**config.mk**
```make
export PLATFORM = sky130hd
export DESIGN_NAME = ecc_err_log
export DESIGN_NICKNAME = d
export VERILOG_FILES = /design/src/rtl/ecc_log_pkg.sv /design/src/rtl/ecc_log_regif.sv /design/src/rtl/ecc_log_capture.sv /design/src/rtl/ecc_log_irq.sv /design/src/rtl/ecc_err_log.sv
export SDC_FILE = /design/constraint.sdc
export NUM_CORES = 1
export LEC_CHECK = 0
export BUFFER_PORTS_ARGS = -buffer_cell sky130_fd_sc_hd__buf_4
export CORE_MARGIN = 1.5
export CORE_UTILIZATION = 40
export CTS_BUF_LIST = sky130_fd_sc_hd__clkbuf_4 sky130_fd_sc_hd__clkbuf_8
export DETAILED_ROUTE_END_ITERATION = 6
export GPL_TIMING_DRIVEN = 0
export PLACE_DENSITY = 0.76
export SYNTH_ARGS = -nofsm -noshare
export SYNTH_HDL_FRONTEND = slang
export SYNTH_SLANG_ARGS = --single-unit
```
**constraint.sdc**
```tcl
create_clock -name clk -period 1.5 [get_ports clk]
set_input_delay 0.225 -clock clk [delete_from_list [all_inputs] [get_ports clk]]
set_output_delay 0.225 -clock clk [all_outputs]
set_load 0.05 [all_outputs]
```
**src/rtl/ecc_log_pkg.sv**
```systemverilog
package ecc_log_pkg;

  localparam int LANES = 4;
  localparam int CTL_W = 6;

  localparam int B_ECC  = 0;
  localparam int B_SIE  = 1;
  localparam int B_DIE  = 2;
  localparam int B_HSEL = 3;
  localparam int B_CSEC = 4;
  localparam int B_CDED = 5;

  typedef enum logic [1:0] {
    RA_CTL    = 2'd0,
    RA_LOC    = 2'd1,
    RA_SYN_LO = 2'd2,
    RA_SYN_HI = 2'd3
  } reg_addr_e;

  typedef struct packed {
    logic half_sel;
    logic ded_ie;
    logic sec_ie;
    logic ecc_on;
  } ctl_t;

endpackage

```
**src/rtl/ecc_log_regif.sv**
```systemverilog
module ecc_log_regif
  import ecc_log_pkg::*;
#(
  parameter int REG_W = 20
) (
  input  logic             clk,
  input  logic             rst,
  input  logic             reg_wr,
  input  logic [1:0]       reg_addr,
  input  logic [CTL_W-1:0] reg_wdata,
  input  logic             sec_flag,
  input  logic             ded_flag,
  input  logic [REG_W-1:0] loc_word,
  input  logic [REG_W-1:0] syn_lo_word,
  input  logic [REG_W-1:0] syn_hi_word,
  output ctl_t             ctl,
  output logic             clr_sec,
  output logic             clr_ded,
  output logic [REG_W-1:0] reg_rdata
);

  logic ctl_wr;
  logic [REG_W-1:0] rd_mux;

  assign ctl_wr  = reg_wr && (reg_addr_e'(reg_addr) == RA_CTL);
  assign clr_sec = ctl_wr && reg_wdata[B_CSEC];
  assign clr_ded = ctl_wr && reg_wdata[B_CDED];

  always_ff @(posedge clk) begin
    if (rst) begin
      ctl <= '0;
    end else if (ctl_wr) begin
      ctl.ecc_on   <= reg_wdata[B_ECC];
      ctl.sec_ie   <= reg_wdata[B_SIE];
      ctl.ded_ie   <= reg_wdata[B_DIE];
      ctl.half_sel <= reg_wdata[B_HSEL];
    end
  end

  always_comb begin
    case (reg_addr_e'(reg_addr))
      RA_CTL:    rd_mux = REG_W'({ded_flag, sec_flag, ctl.half_sel,
                                  ctl.ded_ie, ctl.sec_ie, ctl.ecc_on});
      RA_LOC:    rd_mux = loc_word;
      RA_SYN_LO: rd_mux = syn_lo_word;
      default:   rd_mux = syn_hi_word;
    endcase
  end

  always_ff @(posedge clk) begin
    if (rst) reg_rdata <= '0;
    else     reg_rdata <= rd_mux;
  end

endmodule

```
**src/rtl/ecc_log_capture.sv**
```systemverilog
module ecc_log_capture
  import ecc_log_pkg::*;
#(
  parameter int IDX_W = 11,
  parameter int SET_W = 3,
  parameter int SYN_W = 10
) (
  input  logic                         clk,
  input  logic                         rst,
  input  logic                         ecc_on,
  input  logic                         half_sel,
  input  logic                         rpt_valid,
  input  logic [LANES-1:0]             rpt_sec,
  input  logic [LANES-1:0]             rpt_ded,
  input  logic [LANES*SYN_W-1:0]       rpt_syn,
  input  logic [IDX_W-1:0]             rpt_idx,
  input  logic [SET_W-1:0]             rpt_set,
  input  logic                         diag_mode,
  input  logic                         diag_load,
  input  logic                         diag_half,
  input  logic [LANES*SYN_W-1:0]       diag_chk,
  input  logic                         clr_sec,
  input  logic                         clr_ded,
  output logic                         sec_flag,
  output logic                         ded_flag,
  output logic [IDX_W-1:0]             fail_idx,
  output logic [SET_W-1:0]             fail_set,
  output logic [LANES-1:0]             fail_mask,
  output logic [LANES-1:0][SYN_W-1:0]  syn_q
);

  logic sec_ev, ded_ev;
  logic sec_keep, ded_keep;
  logic cap_sec, cap_ded, cap;
  logic diag_hit;

  // Error events only count while checking is enabled.
  assign sec_ev = rpt_valid && ecc_on && (|rpt_sec);
  assign ded_ev = rpt_valid && ecc_on && (|rpt_ded);

  // Flag value after this cycle's clear pulse; gates capture.
  assign sec_keep = sec_flag && !clr_sec;
  assign ded_keep = ded_flag && !clr_ded;

  // Priority: a double error replaces a single capture; a held double
  // capture blocks everything; a held single capture blocks singles.
  assign cap_ded = ded_ev && !ded_keep;
  assign cap_sec = sec_ev && !ded_ev && !sec_keep && !ded_keep;
  assign cap     = cap_ded || cap_sec;

  assign diag_hit = !ecc_on && diag_mode && diag_load && (diag_half == half_sel);

  always_ff @(posedge clk) begin
    if (rst) begin
      sec_flag <= 1'b0;
      ded_flag <= 1'b0;
    end else begin
      sec_flag <= sec_keep || sec_ev;
      ded_flag <= ded_keep || ded_ev;
    end
  end

  always_ff @(posedge clk) begin
    if (rst) begin
      fail_idx  <= '0;
      fail_set  <= '0;
      fail_mask <= '0;
    end else if (cap) begin
      fail_idx  <= rpt_idx;
      fail_set  <= rpt_set;
      fail_mask <= rpt_sec | rpt_ded;
    end
  end

  for (genvar ln = 0; ln < LANES; ln++) begin : g_lane
    logic [SYN_W-1:0] lane_syn;
    logic [SYN_W-1:0] lane_chk;
    assign lane_syn = rpt_syn[ln*SYN_W +: SYN_W];
    assign lane_chk = diag_chk[ln*SYN_W +: SYN_W];

    always_ff @(posedge clk) begin
      if (rst)           syn_q[ln] <= '0;
      else if (cap)      syn_q[ln] <= lane_syn;
      else if (diag_hit) syn_q[ln] <= lane_chk;
    end
  end

endmodule

```
**src/rtl/ecc_log_irq.sv**
```systemverilog
module ecc_log_irq (
  input  logic clk,
  input  logic rst,
  input  logic sec_flag,
  input  logic ded_flag,
  input  logic sec_ie,
  input  logic ded_ie,
  output logic irq_sec,
  output logic irq_ded
);

  always_ff @(posedge clk) begin
    if (rst) begin
      irq_sec <= 1'b0;
      irq_ded <= 1'b0;
    end else begin
      irq_sec <= sec_flag && sec_ie;
      irq_ded <= ded_flag && ded_ie;
    end
  end

endmodule

```
**src/rtl/ecc_err_log.sv**
```systemverilog
module ecc_err_log
  import ecc_log_pkg::*;
#(
  parameter int IDX_W = 11,
  parameter int SET_W = 3,
  parameter int SYN_W = 10
) (
  input  logic                   clk,
  input  logic                   rst,
  input  logic                   rpt_valid,
  input  logic [3:0]             rpt_sec,
  input  logic [3:0]             rpt_ded,
  input  logic [4*SYN_W-1:0]     rpt_syn,
  input  logic [IDX_W-1:0]       rpt_idx,
  input  logic [SET_W-1:0]       rpt_set,
  input  logic                   diag_mode,
  input  logic                   diag_load,
  input  logic                   diag_half,
  input  logic [4*SYN_W-1:0]     diag_chk,
  input  logic                   reg_wr,
  input  logic [1:0]             reg_addr,
  input  logic [5:0]             reg_wdata,
  output logic [2*SYN_W-1:0]     reg_rdata,
  output logic                   irq_sec,
  output logic                   irq_ded
);

  localparam int REG_W = 2 * SYN_W;

  ctl_t ctl;
  logic clr_sec, clr_ded;
  logic sec_flag, ded_flag;
  logic [IDX_W-1:0] fail_idx;
  logic [SET_W-1:0] fail_set;
  logic [LANES-1:0] fail_mask;
  logic [LANES-1:0][SYN_W-1:0] syn_q;
  logic [REG_W-1:0] loc_word, syn_lo_word, syn_hi_word;

  assign loc_word    = REG_W'({fail_mask, fail_set, fail_idx});
  assign syn_lo_word = {syn_q[1], syn_q[0]};
  assign syn_hi_word = {syn_q[3], syn_q[2]};

  ecc_log_regif #(.REG_W(REG_W)) u_regif (
    .clk         (clk),
    .rst         (rst),
    .reg_wr      (reg_wr),
    .reg_addr    (reg_addr),
    .reg_wdata   (reg_wdata),
    .sec_flag    (sec_flag),
    .ded_flag    (ded_flag),
    .loc_word    (loc_word),
    .syn_lo_word (syn_lo_word),
    .syn_hi_word (syn_hi_word),
    .ctl         (ctl),
    .clr_sec     (clr_sec),
    .clr_ded     (clr_ded),
    .reg_rdata   (reg_rdata)
  );

  ecc_log_capture #(.IDX_W(IDX_W), .SET_W(SET_W), .SYN_W(SYN_W)) u_cap (
    .clk       (clk),
    .rst       (rst),
    .ecc_on    (ctl.ecc_on),
    .half_sel  (ctl.half_sel),
    .rpt_valid (rpt_valid),
    .rpt_sec   (rpt_sec),
    .rpt_ded   (rpt_ded),
    .rpt_syn   (rpt_syn),
    .rpt_idx   (rpt_idx),
    .rpt_set   (rpt_set),
    .diag_mode (diag_mode),
    .diag_load (diag_load),
    .diag_half (diag_half),
    .diag_chk  (diag_chk),
    .clr_sec   (clr_sec),
    .clr_ded   (clr_ded),
    .sec_flag  (sec_flag),
    .ded_flag  (ded_flag),
    .fail_idx  (fail_idx),
    .fail_set  (fail_set),
    .fail_mask (fail_mask),
    .syn_q     (syn_q)
  );

  ecc_log_irq u_irq (
    .clk      (clk),
    .rst      (rst),
    .sec_flag (sec_flag),
    .ded_flag (ded_flag),
    .sec_ie   (ctl.sec_ie),
    .ded_ie   (ctl.ded_ie),
    .irq_sec  (irq_sec),
    .irq_ded  (irq_ded)
  );

endmodule

```
==> impl_results.md <==
- Cells after Synth: 470
- CP Max Fanout: 8
- Syn Nets: 587
- Peak VDD IR: 0.000490 V
- Reg-to-reg endpoint: u_cap.syn_q[13]
- Pre-CTS WS: -0.399 ns
- Area growth, synth to finish: 42.0%
- # rows: 37
- First-pass GRT wire length: 20,600 um
- DRC violations left: 0
- Worst slew margin: 58.1%
- Post-Route Skew: 0.00560 ns
- Critical R2R Launch: u_regif.ctl[0]
- Layout Cells excl Fill: 765
- Lkg Pwr: 2.53 nW
- Worst hold margin: 0.103 ns
- Crit path time final: 1.59 ns
- WP data arrival: 1.84 ns
- Pwr/cell area: 826 mW/mm2
- Slowest stage delay, CP: 0.40 ns
- Setup CP Type: flop to flop
- Clock Sinks: 86
- Overall routing resource usage: 23.4%
- Final hold viol count: 0
- Actual slew at the worst max-slew pin: 0.629 ns
- Io pins: 139
- Worst Slack Setup Final: -0.0940 ns
- Die H: 107 um
- Initial DRC Count: 228
- Critical path buffers and inverters: 2
- Dpl cells: 742
- R2R depth: 6
- Violated checks: negative setup slack
- Yosys warnings: 0
- CTS tree: yes
- Clock tree buffer depth: 2
- Max Freq: 627 MHz
- Wirelength per Cell: 17.9 um
- R2r setup slk: -0.09 ns
- Final setup fails: 44
- DR pass1 iterations: 5
- Critical path endpoint category: flop
- Detailed-route vias per instance: 5.34
- DRT antenna net count: 0
- Synth Register Bits: 86
- Avg Cell Area, Syn: 9.27 um2
- Sequential area share after synthesis: 39.5%
- Req. time, crit path: 1.75 ns
- Worst path slowest cell: dfxtp_4
- # port buffers: 136
- Placer Congestion: 0.858
- Commonest non-fill, non-tap cell in the layout: buf_4
- Clock Pin Slew Worst Setup and Hold Paths: 0.09 ns
- Unrepaired setup endpoints after global routing: yes
- Fin util: 59.1%
- HPWL after DPL: 10,000 um
- Via count: 4,083
- Grt ovf: 0
- H-tree depth: 3
- Most frequent cells in the layout: buf_4, dfxtp_1, nor2b_1
- Initial Utilization: 41.7%
- CTS Buf Count: 9
- Initial antenna violation count: 0
- Critical path launch point type: flop
- Worst hold path endpoint: u_regif.ctl[1]
- Diodes inserted: 0
- Status: finished, violations left
- Die Wd: 107 um
- Vias in the first global route: 4,191
- Hold_buf cts: 0
- Final period util: 106%
- Maxcap violations: 0
- Clk_lat worst skew: 0.36 ns
- Root buf cell: clkbuf_8
- Cell chain of the critical path: nand2_4 -> a211oi_4 -> o21a_4 -> clkbuf_16 -> buf_12 -> mux2_4
- Hold Path Depth: 3
- Crit path max-delay family: flip-flops
- Pin count of the biggest net entering global routing: 16
- Hold Crit Class: primary input to flop
- Final TNS setup: -2.60 ns
- Final max-slew violation count: 0
- Distinct cell type count after synthesis: 31
- Hold Crit Start: reg_wdata[1]
- Synth Cell Area: 0.00436 mm2
- Nets@finish: 741
- Core area: 0.0105 mm2
- Layout cells sized above 1: 40.4%
- DRT Wirelength: 13,700 um
- Die area: 0.0115 mm2
==> worst reg2reg max path: cells and delay by family, from the launching register on <==
kind	cells	cell delay, ns
buffers and inverters	2	0.31
and+or+nand+nor	1	0.08
AOI/OAI and AO/OA	2	0.39
muxes	1	0.31
DFF	1	0.40
==> state kept, by name (all words and copies together) (netlist names) <==
register / count
u_cap.fail_set: 3
u_cap.fail_idx: 11
u_irq.irq_ded: 1
u_cap.syn_q: 40
u_cap.fail_mask: 4
u_cap.ded_flag: 1
u_irq.irq_sec: 1
u_regif.reg_rdata: 20
u_regif.ctl: 4
u_cap.sec_flag: 1
==> cell families after synthesis <==
logic type / count (synthesis) / synth area share (%)
simple gates: 152 / 19.8
compound gates: 102 / 13.0
flops: 86 / 39.5
mux: 82 / 22.0
buf+inv: 46 / 5.25
xor+xnor: 2 / 0.402
==> how the worst max path moves through the flow <==
stage,cells after the start,start,endpoint
2_1_floorplan,7,reg_addr[0],u_cap.syn_q[0]
3_3_place_gp,7,reg_addr[1],u_cap.syn_q[1]
3_5_place_dp,7,reg_addr[1],u_cap.syn_q[31]
4_1_cts,6,u_regif.ctl[0],u_cap.syn_q[31]
5_1_grt,6,u_regif.ctl[0],u_cap.syn_q[25]
6_report,6,u_regif.ctl[0],u_cap.syn_q[13]
==> through the flow <==
| stage | instance area, um2 | total power (W) |
|---|---|---|
| after floorplan | 4370 | 0.00294 |
| after global placement | 5560 | 0.00333 |
| after CTS | 5970 | 0.00506 |
| after detailed placement | 5560 | 0.00335 |
| final | 6190 | 0.00511 |
| after global routing | 6190 | 0.00530 |
==> layout make-up <==
class | count | area (um2)
Timing Repair Buffer | 144 | 1170
Inverter | 1 | 3.75
Fill cell | 946 | 4270
Tap cell | 136 | 170
Sequential cell | 86 | 1730
Multi-Input combinational cell | 338 | 2600
Clock buffer | 10 | 131
Clock inverter | 6 | 70.1
Buffer | 44 | 314
==> report_power, final <==
part | leakage (nW) | switching (W) | total, W | internal, W
sequential | 0.699 | 0.0000588 | 0.00243 | 0.00237
combinational | 1.74 | 0.000469 | 0.00101 | 0.000540
clock | 0.0929 | 0.000869 | 0.00167 | 0.000799
total | 2.53 | 0.00140 | 0.00511 | 0.00371
==> cell usage after synthesis <==
master / number / area share, %
dfxtp_1: 86 / 40
nor2b_1: 47 / 6.7
a21oi_1: 42 / 4.8
mux2_1: 40 / 10
nand3_1: 40 / 4.6
o21ai_0: 40 / 4.6
clkbuf_1: 33 / 2.8
nand2b_1: 33 / 4.7
mux2i_1: 24 / 5.5
nor2_1: 23 / 2.0
a22oi_1: 12 / 2.1
mux2_2: 12 / 3.1
buf_6: 7 / 1.8
mux4_2: 6 / 3.1
o21bai_1: 4 / 0.69
buf_2: 3 / 0.34
nand2_1: 3 / 0.26
buf_1: 2 / 0.17
a211oi_2: 1 / 0.29
a21bo_1: 1 / 0.23
and3b_1: 1 / 0.20
inv_1: 1 / 0.086
nand3b_1: 1 / 0.17
nand4bb_1: 1 / 0.26
nor3b_4: 1 / 0.43
nor4_1: 1 / 0.14
nor4_2: 1 / 0.29
o21a_1: 1 / 0.17
o21ai_1: 1 / 0.11
xnor2_1: 1 / 0.20
xor2_1: 1 / 0.20
==> timing repair <==
item | 4_1_cts | 5_1_grt
pin swaps | 1 | 1
endpoints found under the setup margin | 54 | 78
gates resized for setup | 52 | 56
cloned | 1 | 3
buffers inserted | 4 | 0
==> routing by layer <==
| layer | vias up | GRT usage (%) | share of wire [%] |
|---|---|---|---|
| met5 | - | 0 | 0 |
| met3 | 29 | 5.51 | 8.5 |
| met2 | 186 | 37.9 | 48 |
| met1 | 1918 | 30.1 | 41 |
| li1 | 1950 | - | - |
| met4 | 0 | 9.12 | 2.7 |
No activity file was read; power rests on OpenSTA's default activity.
